===== src/rtl/pq_pkg.sv =====
package pq_pkg;
  // strobes from the control to the byte store
  typedef struct packed {
    logic       flush;    // empty the store, load the pointer
    logic       pop;      // remove the head byte
    logic [1:0] pushCnt;  // bytes accepted from the bus this cycle
  } qStrobe_t;
endpackage


===== src/rtl/pq_data.sv =====
module pq_data
  import pq_pkg::*;
#(
  parameter int ADDR_W     = 20,
  parameter int QDEPTH     = 6,
  parameter logic [ADDR_W-1:0] RESET_ADDR = '0,
  parameter int CNT_W      = $clog2(QDEPTH + 1)
) (
  input  logic              clk,
  input  logic              rstN,
  input  qStrobe_t          strobe,
  input  logic [ADDR_W-1:0] flushAddr,
  input  logic [15:0]       fetchData,
  output logic [CNT_W-1:0]  count,
  output logic [ADDR_W-1:0] ptr,
  output logic [7:0]        headByte
);
  logic [7:0]       mem [QDEPTH];
  logic [7:0]       nxt [QDEPTH];
  logic [CNT_W-1:0] base;
  logic [CNT_W-1:0] baseNext;
  logic [7:0]       firstByte;

  // slot where the first new byte lands, after any pop this cycle
  assign base      = count - CNT_W'(strobe.pop);
  assign baseNext  = base + CNT_W'(1);
  // an odd pointer keeps only the upper half of the word
  assign firstByte = ptr[0] ? fetchData[15:8] : fetchData[7:0];
  assign headByte  = mem[0];

  always_comb begin
    for (int i = 0; i < QDEPTH; i++) begin
      nxt[i] = mem[i];
      if (strobe.pop) nxt[i] = mem[(i + 1) % QDEPTH];
      if (strobe.pushCnt != 2'd0 && base == CNT_W'(i)) nxt[i] = firstByte;
      if (strobe.pushCnt == 2'd2 && baseNext == CNT_W'(i)) nxt[i] = fetchData[15:8];
    end
  end

  always_ff @(posedge clk) begin
    if (!rstN) begin
      for (int i = 0; i < QDEPTH; i++) mem[i] <= '0;
    end else if (!strobe.flush) begin
      for (int i = 0; i < QDEPTH; i++) mem[i] <= nxt[i];
    end
  end

  always_ff @(posedge clk) begin
    if (!rstN) begin
      count <= '0;
      ptr   <= RESET_ADDR;
    end else if (strobe.flush) begin
      count <= '0;
      ptr   <= flushAddr;
    end else begin
      count <= count - CNT_W'(strobe.pop) + CNT_W'(strobe.pushCnt);
      ptr   <= ptr + ADDR_W'(strobe.pushCnt);
    end
  end
endmodule


===== src/rtl/pq_ctrl.sv =====
module pq_ctrl
  import pq_pkg::*;
#(
  parameter int QDEPTH = 6,
  parameter int CNT_W  = $clog2(QDEPTH + 1)
) (
  input  logic             clk,
  input  logic             rstN,
  input  logic             flushReq,
  input  logic             popReq,
  input  logic             opReq,
  input  logic             fetchDone,
  input  logic [CNT_W-1:0] count,
  input  logic             ptrOdd,
  output qStrobe_t         strobe,
  output logic             fetchReq,
  output logic             opGrant
);
  localparam logic [CNT_W-1:0] ROOM_LIMIT = CNT_W'(QDEPTH - 2);

  logic inFlight;
  logic discard;
  logic accept;

  // a fetch starts only with a free word of room and an idle bus
  assign fetchReq = !inFlight && !opReq && !flushReq && (count <= ROOM_LIMIT);
  // the in-flight fetch always finishes before an operand cycle
  assign opGrant  = opReq && !inFlight;
  assign accept   = fetchDone && inFlight && !discard && !flushReq;

  always_comb begin
    strobe.flush   = flushReq;
    strobe.pop     = popReq && (count != '0) && !flushReq;
    strobe.pushCnt = accept ? (ptrOdd ? 2'd1 : 2'd2) : 2'd0;
  end

  always_ff @(posedge clk) begin
    if (!rstN) begin
      inFlight <= 1'b0;
      discard  <= 1'b0;
    end else begin
      if (fetchReq)       inFlight <= 1'b1;
      else if (fetchDone) inFlight <= 1'b0;
      if (fetchDone)                 discard <= 1'b0;
      else if (flushReq && inFlight) discard <= 1'b1;
    end
  end
endmodule


===== src/rtl/prefetch_queue.sv =====
module prefetch_queue
  import pq_pkg::*;
#(
  parameter int ADDR_W = 20,
  parameter int QDEPTH = 6,
  parameter logic [ADDR_W-1:0] RESET_ADDR = '0
) (
  input  logic              clk,
  input  logic              rstN,
  input  logic              flushReq,
  input  logic [ADDR_W-1:0] flushAddr,
  input  logic              popReq,
  output logic              outValid,
  output logic [7:0]        outByte,
  input  logic              opReq,
  output logic              opGrant,
  output logic              fetchReq,
  output logic [ADDR_W-1:0] fetchAddr,
  input  logic              fetchDone,
  input  logic [15:0]       fetchData
);
  localparam int CNT_W = $clog2(QDEPTH + 1);

  qStrobe_t          strobe;
  logic [CNT_W-1:0]  count;
  logic [ADDR_W-1:0] ptr;

  pq_ctrl #(.QDEPTH(QDEPTH), .CNT_W(CNT_W)) u_ctrl (
    .clk(clk), .rstN(rstN), .flushReq(flushReq), .popReq(popReq),
    .opReq(opReq), .fetchDone(fetchDone), .count(count), .ptrOdd(ptr[0]),
    .strobe(strobe), .fetchReq(fetchReq), .opGrant(opGrant)
  );

  pq_data #(.ADDR_W(ADDR_W), .QDEPTH(QDEPTH), .RESET_ADDR(RESET_ADDR), .CNT_W(CNT_W)) u_data (
    .clk(clk), .rstN(rstN), .strobe(strobe), .flushAddr(flushAddr),
    .fetchData(fetchData), .count(count), .ptr(ptr), .headByte(outByte)
  );

  assign outValid  = (count != '0);
  assign fetchAddr = {ptr[ADDR_W-1:1], 1'b0};
endmodule


===== config.mk =====
export PLATFORM = sky130hd
export DESIGN_NAME = prefetch_queue
export DESIGN_NICKNAME = d
export VERILOG_FILES = /design/src/rtl/pq_pkg.sv /design/src/rtl/pq_data.sv /design/src/rtl/pq_ctrl.sv /design/src/rtl/prefetch_queue.sv
export SDC_FILE = /design/constraint.sdc
export NUM_CORES = 1
export LEC_CHECK = 0
export BUFFER_PORTS_ARGS = -buffer_cell sky130_fd_sc_hd__buf_2
export CAP_MARGIN = 5
export CORE_ASPECT_RATIO = 1.4
export CORE_UTILIZATION = 35
export CTS_BUF_LIST = sky130_fd_sc_hd__clkbuf_4
export CTS_CLUSTER_DIAMETER = 40
export DETAILED_ROUTE_END_ITERATION = 6
export GPL_TIMING_DRIVEN = 0
export HOLD_SLACK_MARGIN = 0.02
export SKIP_LAST_GASP = 1
export SYNTH_ARGS = -nofsm -noshare
export SYNTH_HDL_FRONTEND = slang
export SYNTH_SLANG_ARGS = --single-unit

===== constraint.sdc =====
create_clock -name clk -period 5.67 [get_ports clk]
set_input_delay 1.134 -clock clk [delete_from_list [all_inputs] [get_ports clk]]
set_output_delay 1.134 -clock clk [all_outputs]
set_load 0.02 [all_outputs]

Yosys cells after proc, flatten, opt, wreduce, memory -nomap -nowiden
Memories as Yosys holds them, arrays and structs flattened.
Index checks and enable logic that the tools add are counted.
{"block": "totals", "elab_cells": 95, "reg_bits": 25, "mem_bits_rw": 48, "mem_count": 1, "inputBits": 42}
{"block": "classes", "n_eq_ne": 11, "order_cmp": 1, "n_reduce_logical": 33, "add_sub_neg": 4, "n_mux": 34, "n_bitwise": 7}
{"name": "u_data.mem", "depth": 6, "width": 8, "rd": 6, "rd_ports_with_merged_regs": 0, "write_ports": 6, "line_no": "pq_data.sv:18", "source": "logic [7:0] mem [QDEPTH];"}
{"op": "two-way mux 8 bit", "n": 25}
{"op": "logical AND 1 bit", "n": 22}
{"op": "adder 20 x 2 -> 20 bit", "n": 1}
{"op": "two-way mux 20 bit", "n": 1}
{"op": "== test 3 x 2 -> 1 bit (second input constant)", "n": 4}
{"op": "== test 3 bit (second input constant)", "n": 4}
{"op": "== test 3 x 1 -> 1 bit (second input constant)", "n": 2}
{"op": "zero test 3 bit", "n": 2}
{"op": "two-way mux 1 bit", "n": 6}
{"op": "OR 1 bit", "n": 6}
{"op": "zero test 1 bit", "n": 4}
{"op": "two-way mux 2 bit", "n": 2}
{"op": "nonzero test 2 bit", "n": 2}
{"op": "OR reduction 2 bit", "n": 2}
{"op": "adder 3 x 1 -> 3 bit (second input constant)", "n": 1}
{"op": "adder 3 x 2 -> 3 bit", "n": 1}
{"op": "<= comparator 3 bit (second input constant)", "n": 1}
{"op": "nonzero test 3 bit", "n": 1}
{"op": "subtractor 3 x 1 -> 3 bit", "n": 1}
{"op": "== test 2 bit (second input constant)", "n": 1}
{"op": "inverter 1 bit", "n": 1}

Longest topological paths before layout
{"block": "depth", "word_depth": 9, "depth_mapped": 15, "depth_no_buf": 11}

By module
Synthesis repeated with hierarchy kept, for this count alone.
{"block": "hier_totals", "cells_unflattened": 395, "hier_area_um2": 4171.5}
{"mod": "pq_data", "seq_area_each_um2": 1901.8, "cells_per_inst": 375, "area_each_um2": 4013.8, "n_inst": 1}
{"mod": "pq_ctrl", "seq_area_each_um2": 40.0, "cells_per_inst": 17, "area_each_um2": 140.1, "n_inst": 1}
{"mod": "prefetch_queue", "seq_area_each_um2": 0.0, "cells_per_inst": 3, "area_each_um2": 17.5, "n_inst": 1}

Worst setup path after synthesis
OpenSTA, ideal clock, no wires.
{"block": "synth_path", "path_type": "input to register", "startpoint": "input flushReq", "endpoint": "memory u_data.mem[3][0], enable pin", "stages": 15, "slack_ps": 1061, "arrival_ps": 4233, "cell_sequence": "buf_2 -> clkinv_1 -> clkbuf_1 -> and3_1 -> ha_1 -> ha_1 -> xor2_4 -> inv_2 -> clkbuf_1 -> ha_1 -> clkbuf_1 -> and2_1 -> clkbuf_1 -> nor2_1 -> a21oi_1"}
{"item": "from (decl)", "line_no": "prefetch_queue.sv:10", "source": "input logic flushReq,"}
{"item": "to (decl)", "line_no": "pq_data.sv:18"}

==> out/qor_table.md <==
| Step | Item | This run |
|---|---|---|
| pwr | Pwr/cell area | 235 mW/mm² |
| synth | Post-synth cell types | 55 |
| setup path | Critical Setup Path Class | in2reg |
| setup path | Setup crit end kind | register |
| cells and area | Synth-to-Final Area Change | 14.8% |
| cts | CTS tree | done |
| cts | CTS H-tree depth | 3 |
| pwr | Sum of internal, switching and leakage power | 1.19 mW |
| timing | Slew of the pin with the lowest slew margin | 977 ps |
| synth | Top-area cell type share of the netlist area | 32.5% |
| synth | Synth Area per Inst | 10.0 µm² |
| cells and area | Fraction of final layout cells sized beyond drive strength 1 | 20.9% |
| cts | Root Buffer | clkbuf_4 |
| cts | Number of buffers between clock root and the deepest sink | 2 |
| timing | Setup repair after global routing missed its margin | no |
| floorplanning | Die H | 135 µm |
| synth | FF+latch count, synth | 73 |
| routing | Drt initial violations | 270 |
| floorplanning | Site row count | 48 |
| synth | Library cell occupying the most area in the post-synthesis netlist | edfxtp_1 |
| timing | Final min period | 5120 ps |
| routing | Via total after detailed routing | 3946 |
| pwr | Leakage power | 1.93 nW |
| cells and area | Most used cells in the layout excluding fill and tap cells | buf_2 (71), nand2_1 (48), edfxtp_1 (48) |
| place | Placed cell area | 0.00494 mm² |
| synth | Synth Instances | 444 |
| cells and area | Leading cell type in the layout, fill and taps excluded | buf_2 |
| outcome | Status | finished clean |
| timing | Smallest setup slack after layout | 548 ps |
| hold path | Type of the worst min-delay path | reg2reg |
| synth | Most area-consuming cells after synthesis | edfxtp_1 (32%), dfxtp_1 (11%), mux2i_1 (7.4%), o2bb2ai_1 (4.7%), nand2_1 (4.1%) |
| timing | Setup TNS after final layout | 0 ps |
| routing | Routed wire per std cell | 19.9 µm |
| timing | Fin Clk Skew | 15.9 ps |
| timing | Period utilization | 90.3% |
| place | Worst setup slack after placement | 123 ps |
| floorplanning | Initial Utilization | 35.9% |
| timing | Slew margin rel. | 34.6% |
| floorplanning | Die area | 0.0131 mm² |
| synth | Dominant register cell in the synthesized netlist | edfxtp_1 |
| synth | Post-Synthesis Cell Area | 0.00444 mm² |
| cells and area | Post-Route Utilization | 41.2% |
| setup path | Critical Path AT | 5190 ps |
| floorplanning | Floorplan die width | 97.2 µm |
| cts | Clock transition at the registers of the reported paths | 110 ps |
| setup path | Setup crit start kind | primary input |
| global routing | Leftover overflow at the end of global routing | 0 |
| cts | # clock sinks | 73 |
| cells and area | Number of nets in the final layout | 566 |
| timing | Highest attainable clock frequency | 195 MHz |
| cts | Number of buffers added for setup after CTS | 0 |
| cts | Total of hold buffers inserted after clock tree synthesis | 0 |
| routing | Sum of routed wire length over all layers | 13400 µm |
| global routing | Largest net degree at the start of global routing | 13 |
| synth | Number of flops mapped to enable cells by yosys | 48 |
| floorplanning | Core Footprint | 0.0124 mm² |
| routing | Iteration count of the initial detailed-routing pass | 5 |
| floorplanning | IO Count | 73 |
| setup path | Maximum net fanout on the critical path | 10 |
| place | Number of I/O port buffers | 62 |
| timing | Final Max Tran Viols | 0 |
| cts | Post-CTS sizing | 0 |
| pwr | Maximum vdd drop | 0.122 mV |
| flow run | Maximum capacitance violations | 0 |
| cts | Clock insertion delay at the later pin of the skew report | 440 ps |
| place | HPWL reported at the end of detailed placement | 10100 µm |
| place | RD Place Congestion | 0.838 |
| synth | Warnings from Yosys | 0 |
| global routing | Wire length of the first global-routing pass | 21400 µm |
| cts | Clock buffers created by TritonCTS | 9 |
| setup path | CP Data Required Time | 5740 ps |
| global routing | Initial antenna violation count | 1 |
| global routing | Total routing resource utilization after global routing | 20.9% |
| synth | Sequential-to-total area share from yosys stat | 43.8% |
| timing | Final setup viols | 0 |
| routing | Drc violations | 0 |
| synth | Share of async-settable or async-resettable flops after synthesis | 0% |
| routing | Vias/cell | 5.87 |
| routing | Antenna-violating nets left | 0 |
| global routing | Via count of the first global-routing pass | 3915 |
| cells and area | Diodes inserted | 0 |
| cells and area | Layout Cell Area excl Fill | 0.00509 mm² |
| timing | Endpoints failing hold | 0 |
| synth | Nets in the synthesized netlist | 493 |
## area by class of cell
class	instances	area, µm²
clock buffer	10	75.1
multi-input combinational	324	2300
inverter	10	37.5
sequential	73	1940
timing repair buffer	62	310
tap	150	188
fill	1230	7280
clock inverter	6	82.6
buffer	37	161
## final timing paths
| check | startpoint | end | slack (ps) | cells past startpoint |
|---|---|---|---|---|
| max | flushReq | u_data.mem[3][6] | 550 | 15 |
| max reg2reg | u_data.count[2] | u_data.mem[3][6] | 1250 | 13 |
| min | u_ctrl.discard | u_ctrl.discard | 540 | 2 |
| min reg2reg | u_ctrl.discard | u_ctrl.discard | 540 | 2 |
## flip-flops by register name, summed over array words and instances, names as in the netlist
| signal | cells |
|---|---|
| u_data.mem | 48 |
| u_data.ptr | 20 |
| u_data.count | 3 |
| u_ctrl.discard | 1 |
| u_ctrl.inFlight | 1 |
## per-stage QoR
stage / hold slack, ps / cells
CTS: 540 / 672
detailed placement: 525 / 656
finish: 539 / 672
global placement: 505 / 656
global route: 566 / 672
floorplan: 492 / 444
## cell families after synthesis
kind of cell | Yosys count | share of synthesized area, %
compound gates | 124 | 19.5
flops | 73 | 43.8
xor+xnor | 7 | 1.80
mux | 41 | 9.47
simple gates | 144 | 18.6
other cells | 1 | 0.0845
buf+inv | 47 | 4.48
fa+ha+maj | 7 | 2.31
## critical path, stage by stage
cell and delay (ps):
buf_2 160, clkinv_1 280, clkbuf_1 330, and3_1 230, ha_1 170, ha_1 240
xor2_4 250, inv_2 160, clkbuf_1 380, ha_1 230, clkbuf_1 320, and2_1 190
clkbuf_1 330, nor2_1 90, a21oi_1 700
## where the power goes
group / switching (mW) / total, mW / internal, mW
Clock: 0.200 / 0.381 / 0.182
Combinational: 0.112 / 0.176 / 0.0637
Sequential: 0.0287 / 0.638 / 0.609
Total: 0.340 / 1.19 / 0.854
## metal layers
metal  vias to the layer above  global-route usage (%)  wire [µm]
li1                       1857                       -          -
met1                      1916                    24.6       5450
met2                       140                    37.2       6930
met3                        31                    4.49        686
met4                         2                    7.71        291
met5                         -                       0         13
## synth_stat cells (6+ instances only)
master and n:
edfxtp_1 48, buf_2 9, mux2i_1 33, o211ai_1 10, a31oi_1 9, dfxtp_1 25
a21oi_1 34, clkbuf_1 12, o2bb2ai_1 24, mux2_2 8, buf_1 13, nor2_1 12
inv_1 8, o21ai_0 15, nand2_1 48, nand3_1 19, o221ai_1 16, nor3_1 8
or4_1 6, nor2b_1 8
No activity file was read; power rests on OpenSTA's default activity.
